<file path="config.mk">
export PLATFORM = sky130hd
export DESIGN_NAME = rtc_irq_ctrl
export DESIGN_NICKNAME = d
export VERILOG_FILES = /design/src/rtl/rtc_irq_pkg.sv /design/src/rtl/rtc_irq_cfg.sv /design/src/rtl/rtc_irq_status.sv /design/src/rtl/rtc_irq_pin.sv /design/src/rtl/rtc_irq_ctrl.sv
export SDC_FILE = /design/constraint.sdc
export NUM_CORES = 1
export LEC_CHECK = 0
export ABC_AREA = 1
export BUFFER_PORTS_ARGS = -buffer_cell sky130_fd_sc_hd__buf_2
export CORE_MARGIN = 2
export CORE_UTILIZATION = 44
export DETAILED_ROUTE_END_ITERATION = 7
export HOLD_SLACK_MARGIN = 0.05
export SETUP_SLACK_MARGIN = 0.5
export SLEW_MARGIN = 20
export SYNTH_ARGS = -nofsm -noshare
export SYNTH_HDL_FRONTEND = slang
export SYNTH_SLANG_ARGS = --single-unit
export TNS_END_PERCENT = 1
</file>
<file path="constraint.sdc">
create_clock -name clk -period 2.3 [get_ports clk]
set_clock_uncertainty 0.05 [all_clocks]
set_input_delay 0.46 -clock clk [delete_from_list [all_inputs] [get_ports clk]]
set_output_delay 0.46 -clock clk [all_outputs]
set_load 0.02 [all_outputs]
</file>
<file path="src/rtl/rtc_irq_pkg.sv">
package rtc_irq_pkg;
   // main status / enable / routing bit positions
   localparam int B_PF  = 1;
   localparam int B_PER = 2;
   localparam int B_ALM = 3;
   localparam int B_TM0 = 4;
   localparam int B_TM1 = 5;
   // mode register bit positions
   localparam int M_INT_AH  = 0;
   localparam int M_INT_PP  = 1;
   localparam int M_MFO_AH  = 2;
   localparam int M_MFO_PP  = 3;
   localparam int M_MFO_IRQ = 4;

   typedef enum logic [2:0] {
      SEL_NONE, SEL_MAIN, SEL_PFLAG, SEL_ROUTE, SEL_CTL0, SEL_CTL1, SEL_MODE
   } reg_sel_e;

   function automatic reg_sel_e decode(input logic rs, input logic ps,
                                       input logic [2:0] a);
      reg_sel_e s;
      s = SEL_NONE;
      if (a == 3'd0)
         s = SEL_MAIN;
      else if (!ps) begin
         case ({rs, a})
            4'b0_011: s = SEL_PFLAG;
            4'b0_100: s = SEL_ROUTE;
            4'b1_010: s = SEL_MODE;
            4'b1_011: s = SEL_CTL0;
            4'b1_100: s = SEL_CTL1;
            default:  s = SEL_NONE;
         endcase
      end
      return s;
   endfunction
endpackage

</file>
<file path="src/rtl/rtc_irq_cfg.sv">
module rtc_irq_cfg
   import rtc_irq_pkg::*;
#(
   parameter int DATA_W = 8
) (
   input  logic              clk,
   input  logic              rst_n,
   input  reg_sel_e          sel,
   input  logic              wr,
   input  logic [DATA_W-1:0] wdata,
   output logic [DATA_W-1:0] route_q,
   output logic [DATA_W-1:0] ctl0_q,
   output logic [DATA_W-1:0] ctl1_q,
   output logic [DATA_W-1:0] mode_q
);
   always_ff @(posedge clk or negedge rst_n) begin
      if (!rst_n) begin
         route_q <= '0;
         ctl0_q  <= '0;
         ctl1_q  <= '0;
         mode_q  <= '0;
      end else if (wr) begin
         case (sel)
            SEL_ROUTE: route_q <= wdata;
            SEL_CTL0:  ctl0_q  <= wdata;
            SEL_CTL1:  ctl1_q  <= wdata;
            SEL_MODE:  mode_q  <= wdata;
            default: ;
         endcase
      end
   end
endmodule

</file>
<file path="src/rtl/rtc_irq_status.sv">
module rtc_irq_status
   import rtc_irq_pkg::*;
#(
   parameter int DATA_W = 8,
   parameter int N_TICK = 6
) (
   input  logic              clk,
   input  logic              rst_n,
   input  logic              ev_pf,
   input  logic              pwr_ok,
   input  logic [N_TICK-1:0] tick,
   input  logic              ev_alm,
   input  logic              ev_tm0,
   input  logic              ev_tm1,
   input  logic [DATA_W-1:0] ctl0,
   input  logic [DATA_W-1:0] ctl1,
   input  logic [DATA_W-1:0] w1c_mask,
   input  logic              pflag_rd,
   output logic [DATA_W-1:0] main_q,
   output logic [N_TICK-1:0] pflag_q
);
   logic [DATA_W-1:0] set_v, clr_v;

   always_comb begin
      set_v        = '0;
      set_v[B_PF]  = ev_pf & ctl1[B_PF];
      set_v[B_PER] = |(tick & ctl0[N_TICK-1:0]);
      set_v[B_ALM] = ev_alm;
      set_v[B_TM0] = ev_tm0;
      set_v[B_TM1] = ev_tm1;
      clr_v              = '0;
      clr_v[B_PF]        = pwr_ok;
      clr_v[B_TM1:B_PER] = w1c_mask[B_TM1:B_PER];
   end

   always_ff @(posedge clk or negedge rst_n) begin
      if (!rst_n) begin
         main_q  <= '0;
         pflag_q <= '0;
      end else begin
         main_q  <= (main_q & ~clr_v) | set_v;
         pflag_q <= (pflag_q & ~{N_TICK{pflag_rd}}) | tick;
      end
   end
endmodule

</file>
<file path="src/rtl/rtc_irq_pin.sv">
module rtc_irq_pin (
   input  logic act,
   input  logic act_high,
   input  logic push_pull,
   output logic pin_o,
   output logic pin_oe
);
   logic level;
   assign level  = ~(act ^ act_high);
   assign pin_o  = push_pull ? level : 1'b0;
   assign pin_oe = push_pull ? 1'b1 : ~level;
endmodule

</file>
<file path="src/rtl/rtc_irq_ctrl.sv">
module rtc_irq_ctrl
   import rtc_irq_pkg::*;
#(
   parameter int DATA_W = 8,
   parameter int ADDR_W = 3,
   parameter int N_TICK = 6
) (
   input  logic              clk,
   input  logic              rst_n,
   input  logic              ev_pf_i,
   input  logic              pwr_ok_i,
   input  logic [N_TICK-1:0] tick_i,
   input  logic              ev_alarm_i,
   input  logic              ev_tm0_i,
   input  logic              ev_tm1_i,
   input  logic              bus_rs,
   input  logic              bus_ps,
   input  logic [ADDR_W-1:0] bus_addr,
   input  logic              bus_wr,
   input  logic              bus_rd,
   input  logic [DATA_W-1:0] bus_wdata,
   output logic [DATA_W-1:0] bus_rdata,
   output logic              intr_o,
   output logic              intr_oe,
   output logic              mfo_o,
   output logic              mfo_oe
);
   localparam int N_PIN = 2;

   generate
      if (DATA_W < 8) begin : g_bad_dw
         $error("DATA_W must be at least 8");
      end
      if (ADDR_W < 3) begin : g_bad_aw
         $error("ADDR_W must be at least 3");
      end
      if (N_TICK > DATA_W || N_TICK < 1) begin : g_bad_nt
         $error("N_TICK must be 1..DATA_W");
      end
   endgenerate

   reg_sel_e          sel;
   logic              hi_zero;
   logic [DATA_W-1:0] route_q, ctl0_q, ctl1_q, mode_q, main_q, w1c_mask;
   logic [N_TICK-1:0] pflag_q;
   logic [DATA_W-1:0] pend;
   logic              intr_act, mfo_act, irq_flag;
   logic [N_PIN-1:0]  p_act, p_ah, p_pp, p_o, p_oe;

   assign hi_zero  = (bus_addr >> 3) == '0;
   assign sel      = hi_zero ? decode(bus_rs, bus_ps, bus_addr[2:0]) : SEL_NONE;
   assign w1c_mask = (bus_wr && sel == SEL_MAIN) ? bus_wdata : '0;

   rtc_irq_cfg #(.DATA_W(DATA_W)) u_cfg (
      .clk(clk), .rst_n(rst_n), .sel(sel), .wr(bus_wr), .wdata(bus_wdata),
      .route_q(route_q), .ctl0_q(ctl0_q), .ctl1_q(ctl1_q), .mode_q(mode_q)
   );

   rtc_irq_status #(.DATA_W(DATA_W), .N_TICK(N_TICK)) u_stat (
      .clk(clk), .rst_n(rst_n), .ev_pf(ev_pf_i), .pwr_ok(pwr_ok_i),
      .tick(tick_i), .ev_alm(ev_alarm_i), .ev_tm0(ev_tm0_i), .ev_tm1(ev_tm1_i),
      .ctl0(ctl0_q), .ctl1(ctl1_q), .w1c_mask(w1c_mask),
      .pflag_rd(bus_rd && sel == SEL_PFLAG),
      .main_q(main_q), .pflag_q(pflag_q)
   );

   assign pend     = main_q & ctl1_q;
   assign intr_act = |(pend[B_TM1:B_PF] & ~route_q[B_TM1:B_PF]);
   assign mfo_act  = mode_q[M_MFO_IRQ] & (|(pend[B_TM1:B_PF] & route_q[B_TM1:B_PF]));
   assign irq_flag = intr_act | mfo_act;

   assign p_act = {mfo_act, intr_act};
   assign p_ah  = {mode_q[M_MFO_AH], mode_q[M_INT_AH]};
   assign p_pp  = {mode_q[M_MFO_PP], mode_q[M_INT_PP]};

   generate
      for (genvar i = 0; i < N_PIN; i++) begin : g_pin
         rtc_irq_pin u_pin (
            .act(p_act[i]), .act_high(p_ah[i]), .push_pull(p_pp[i]),
            .pin_o(p_o[i]), .pin_oe(p_oe[i])
         );
      end
   endgenerate

   assign intr_o  = p_o[0];
   assign intr_oe = p_oe[0];
   assign mfo_o   = p_o[1];
   assign mfo_oe  = p_oe[1];

   always_comb begin
      case (sel)
         SEL_MAIN:  bus_rdata = {main_q[DATA_W-1:1], irq_flag};
         SEL_PFLAG: bus_rdata = DATA_W'(pflag_q);
         SEL_ROUTE: bus_rdata = route_q;
         SEL_CTL0:  bus_rdata = ctl0_q;
         SEL_CTL1:  bus_rdata = ctl1_q;
         SEL_MODE:  bus_rdata = mode_q;
         default:   bus_rdata = '0;
      endcase
   end
endmodule

</file>
* Yosys cells after proc, flatten, opt, wreduce, memory -nomap -nowiden
Cells that the tools add are included.
** Word-level totals
- Bits in registers :: 46
- Input port bits :: 28
- Output and inout port bits :: 12
- Logic and storage cells :: 54
** Cells by class
- Eq/ne operators :: 11
- Mux-type cells :: 9
- Bitwise gates (word level) :: 18
- Reduce and logical (&&, ||, !) cells :: 10
** Operators by type and width (number)
- $pmux 8 s6 :: 1
- $and 6x6->6 :: 3
- $pmux 3 s5 :: 1
- $eq 4x4->1 const B :: 3
- $and 5x5->5 :: 2
- $reduce_or 5->1 :: 2
- $eq 3x3->1 const B :: 3
- $and 8x8->8 :: 1
- $not 6->8 :: 1
- $or 8x6->8 :: 1
- $reduce_and 2->1 :: 4
- $eq 3x2->1 const B :: 2
- $mux 3 :: 2
- $mux 6 :: 1
- $not 6->6 :: 1
- $or 6x6->6 :: 1
- $reduce_or 6->1 :: 1
- $not 5->5 :: 1
- $eq 4x2->1 const B :: 1
- $eq 4x3->1 const B :: 1
- $mux 1 :: 4
- $eq 3x1->1 const B :: 1
- $logic_not 3->1 :: 1
- $and 1x1->1 :: 2
- 4 further kinds :: 7

* Logic depth before layout (Yosys ltp)
- Depth in word-level cells :: 10
- Depth in mapped cells :: 10
- Mapped depth without buffers :: 10

* Hierarchy
Synthesis repeated with hierarchy kept, for this count alone.
** Second synthesis, totals
- Cell total of the unflattened synthesis :: 373
- Area, all modules :: 2598.7 um2
** Modules (own cells, without submodules)
- rtc_irq_cfg :: instances 1, cells each 145, area an instance 1321.3 um2, seq. area each 800.8 um2
- rtc_irq_ctrl :: instances 1, cells each 162, area an instance 747.0 um2, seq. area each 0.0 um2
- rtc_irq_status :: instances 1, cells each 50, area an instance 467.9 um2, seq. area each 275.3 um2
- rtc_irq_pin :: instances 2, cells each 8, area an instance 31.3 um2, seq. area each 0.0 um2

* Worst setup path after synthesis
OpenSTA, ideal clock, no wires.
- Kind :: input to output
- Start :: input port bus_addr[2]
- End :: output port bus_rdata[0]
- Arrival time :: 1.510 ns
- Path slack :: 0.280 ns
- Stages :: 9
- Path buffers :: 0
- Cells stage by stage :: nor2_1 -> nand2_4 -> nand3_2 -> nand3_4 -> nor2_1 -> nand2_1 -> nand2_1 -> nor2_1 -> nand2_1
** Between the ends
- Word-level cells in the longest chain between the ends :: 6
- Elaborated cells on any way between the ends :: 16
** RTL lines
- from (decl) :: line rtc_irq_ctrl.sv:18 : input logic [ADDR_W-1:0] bus_addr,
- $eq 4x4->1 (tied with other cells) :: line rtc_irq_pkg.sv:26 : case ({rs, a})
- $pmux 3 s5 :: line rtc_irq_pkg.sv:26
- $mux 3 :: line rtc_irq_pkg.sv:25 : else if (!ps) begin
- $mux 3 * :: line rtc_irq_pkg.sv:23 : if (a == 3'd0)
- $eq 3x3->1 (tied with other cells) :: line rtc_irq_ctrl.sv:91 : case (sel)
- $pmux 8 s6 * :: line rtc_irq_ctrl.sv:91
- to (decl) :: line rtc_irq_ctrl.sv:22 : output logic [DATA_W-1:0] bus_rdata,
Mark *: on every way between the ends. The rest lies on a longest branch, timed or not.

* Worst setup path in the final report
- Start :: input port bus_addr[1]
- End :: output port bus_rdata[0]
Same word-level chain as after synthesis.

==> out/metrics.csv <==
stage,metric,value,unit
logic_synthesis,Mapped Area,0.00242,mm²
place,PortBufs,39,
setup_path,kind of critical path,input port to output pin,
cells_and_area,final net count,399,
timing,worst slew pin tran,568,ps
cells_and_area,share of cells above drive strength 1,27.5,%
logic_synthesis,Cells after Synth,317,
timing,RSZ-0062 raised after global routing,true,
logic_synthesis,Synth area leader,dfrtp_1,
logic_synthesis,top_reg_cell synth,dfrtp_1,
cells_and_area,Syn-to-layout area delta,24.3,%
logic_synthesis,Syn Area/Cell,7.63,µm²
floorplan,# rows,26,
timing,Highest Clock Rate,460,MHz
floorplan,die area,0.00611,mm²
cells_and_area,Final Cell Area,0.00301,mm²
timing,final setup vio count,0,
place,RD Place Congestion,0.804,
global_routing,vias in the first global route,2069,
timing,Final Max Tran Viols,0,
floorplan,IO Pins,40,
timing,hold_ws,174,ps
cts,Worst-path clk slew,80,ps
routing,total number of vias,2160,
global_routing,initial antenna violation count,0,
status,run status,"finished, final reports clean",
setup_path,capturing element type of the critical path,output pin,
setup_path,Critical Path Start Type,input port,
setup_path,critical path's slowest cell,nor2_4,
timing,final worst slack,127,ps
floorplan,Core Area,0.00520,mm²
setup_path,worst reg2reg setup slack,1240,ps
global_routing,total gr overflow,0,
setup_path,R2R depth,4,
timing,"Hold Vio Cnt, Final",0,
logic_synthesis,synth unique cells,24,
routing,Vias/cell,4.90,
cells_and_area,fill count,529,
place,Post-Place Cell Area,0.00276,mm²
power_and_ir_drop,static leakage,0.00164,µW
logic_synthesis,"top cells by count, synth","nand2_1 (61), inv_1 (58), nor2_1 (47)",
global_routing,All-Layer GR Usage,21.4,%
power_and_ir_drop,worst ir drop on vdd,0.000246,V
floorplan,Initial Util,46.5,%
timing,Tcrit/Tclk final,94.5,%
cts,H-tree lvl count,2,
cts,Max clock buf depth,2,
routing,Routed WL,5.98,mm
setup_path,FF-to-FF Start,u_cfg.ctl0_q[0],
logic_synthesis,synthesis-stage register bit count,43,
timing,TNS Setup,0,ps
logic_synthesis,number of enable flip-flop cells after synthesis,0,
place,post-place setup slack,65.8,ps
logic_synthesis,warning count from the yosys run,0,
routing,post-route ant nets,0,
place,DPL Wire Length,4.56,mm
hold_path,hold crit path type,input port to async pin,
logic_synthesis,post-synthesis sequential area ratio,44.5,%
routing,DRC Markers,0,
cts,CTS tree,built,
timing,Rel. slew slack,62.1,%
global_routing,first-pass GRT wire length,10.1,mm
setup_path,"slowest stage delay, CP",190,ps
setup_path,WP data arrival,1660,ps
logic_synthesis,"count leader, synth",nand2_1,
setup_path,CP cell instances,buf_8 -> nor2_4 -> nand2_2 -> nand3_4 -> nand3_4 -> nor2_4 -> nand2_1 -> nand2_1 -> nor2_2 -> nand2_2 -> buf_6,
cts,Hold Buf Count CTS,0,
global_routing,largest net degree at the start of global routing,44,
setup_path,Max Fanout on Critical Path,8,
floorplan,Die Y,78.1,µm
floorplan,Chip Width,78.1,µm
setup_path,Worst EP required,1790,ps
cells_and_area,# diodes,0,
routing,drt wl/cell,13.5,µm
cts,# clock sinks,43,
power_and_ir_drop,total power,2070,µW
job,Max-cap violations,0,
routing,drt initial violations,144,
logic_synthesis,Syn Nets,345,
cts,Worst-Skew Late Latency,300,ps
cts,CTS root buffer,clkbuf_8,
power_and_ir_drop,PwrDens,689,mW/mm²
routing,DRT Pass-1 Iters,4,
setup_path,R2R Path End,u_stat.main_q[2],
logic_synthesis,synth top area cells,"dfrtp_1 (44%), nand2_1 (9.5%), inv_1 (9.0%), nor2_1 (7.3%), o21ai_0 (7.0%)",
cts,Inserted Clock Buffers,5,
logic_synthesis,"FFs w/ async S/R, synth",100,%
logic_synthesis,top-area cell type share of the netlist area,44.5,%
setup_path,CP Launch Point,bus_addr[1],
timing,Period minus WS final,2170,ps
setup_path,Setup crit end,bus_rdata[0],
## cell type report
| class | count | area [µm²] | area share, % |
|---|---|---|---|
| repair buffers | 51 | 323 | 10.7 |
| inverters | 60 | 228 | 7.58 |
| well taps | 70 | 87.6 | 2.91 |
| multi-input cells | 210 | 1190 | 39.6 |
| flip-flops and latches | 43 | 1080 | 35.8 |
| clock inverters | 1 | 30.0 | 0.999 |
| clock buffers | 6 | 72.6 | 2.41 |
## cell families after synthesis
kind of cell,synth area share (%)
and+or+nand+nor,30.6
DFF,44.5
buffers and inverters,11.2
xor gates and xnor gates,0.724
AOI/OAI and AO/OA,13.0
## registers in the layout, indices dropped and copies added (netlist names)
signal,count
u_cfg.ctl1_q,8
u_cfg.ctl0_q,8
u_stat.pflag_q,6
u_cfg.mode_q,8
u_stat.main_q,5
u_cfg.route_q,8
## repair_timing
action / 4_1_cts / 5_1_grt
pin swaps: 8 / 16
gates resized for setup: 8 / 19
endpoints found under the setup margin: 12 / 26
setup buffers: 4 / 4
## where the power goes
part	switching, µW	internal [µW]	total (µW)
registers	66.6	884	951
clock network	260	319	579
logic	335	205	541
## worst min-delay path by stage
stage	to	slack (ps)
finish	u_cfg.ctl0_q[1]	170
global route	u_cfg.ctl0_q[1]	230
CTS	u_cfg.ctl0_q[4]	200
detailed placement	u_cfg.route_q[0]	440
global placement	u_cfg.route_q[0]	430
floorplan	u_cfg.ctl0_q[0]	110
## placed cells by master, fill, tap and decap left out
cell / netlist / layout
dfrtp_1: 43 / 43
o21bai_1: 3 / 3
inv_4: 0 / 1
o22ai_1: 3 / 3
o21ai_1: 4 / 4
nand2_1: 61 / 56
o21ai_4: 1 / 1
nor2_1: 47 / 41
buf_6: 4 / 4
bufinv_16: 0 / 1
xor2_1: 2 / 2
nand3_1: 18 / 11
a21oi_1: 12 / 9
nor3_1: 6 / 4
nor3_2: 0 / 2
nor2_4: 5 / 7
nand2_2: 0 / 5
o211ai_1: 1 / 1
buf_4: 0 / 13
clkbuf_8: 0 / 5
inv_1: 58 / 56
nand2_4: 3 / 3
buf_2: 0 / 33
buf_8: 0 / 1
nand3_4: 2 / 4
o21ai_0: 34 / 32
inv_2: 2 / 3
and2_1: 2 / 2
nand4_4: 2 / 2
nor3b_1: 1 / 1
clkbuf_1: 0 / 1
nor2_2: 1 / 5
a21oi_2: 0 / 3
nand3_2: 2 / 7
o21ai_2: 0 / 2
## metal layers
layer / GRT usage (%) / vias to the layer above / wire (µm)
li1: - / 1096 / -
met1: 27.8 / 1016 / 2680
met4: 7.72 / 0 / 115
met5: 0 / - / 0
met2: 36.6 / 38 / 2960
met3: 2.87 / 10 / 211
## through the flow
step	std cells	util, %
after CTS	437	56.0
final	441	57.7
after global placement	426	53.0
after detailed placement	426	53.0
after global routing	441	57.7
after floorplan	317	-
## critical path: cells and delay by family
kind          cells  cell delay (ps)
buf+inv           2              210
simple gates      9              980
No activity file was read; power rests on OpenSTA's default activity.
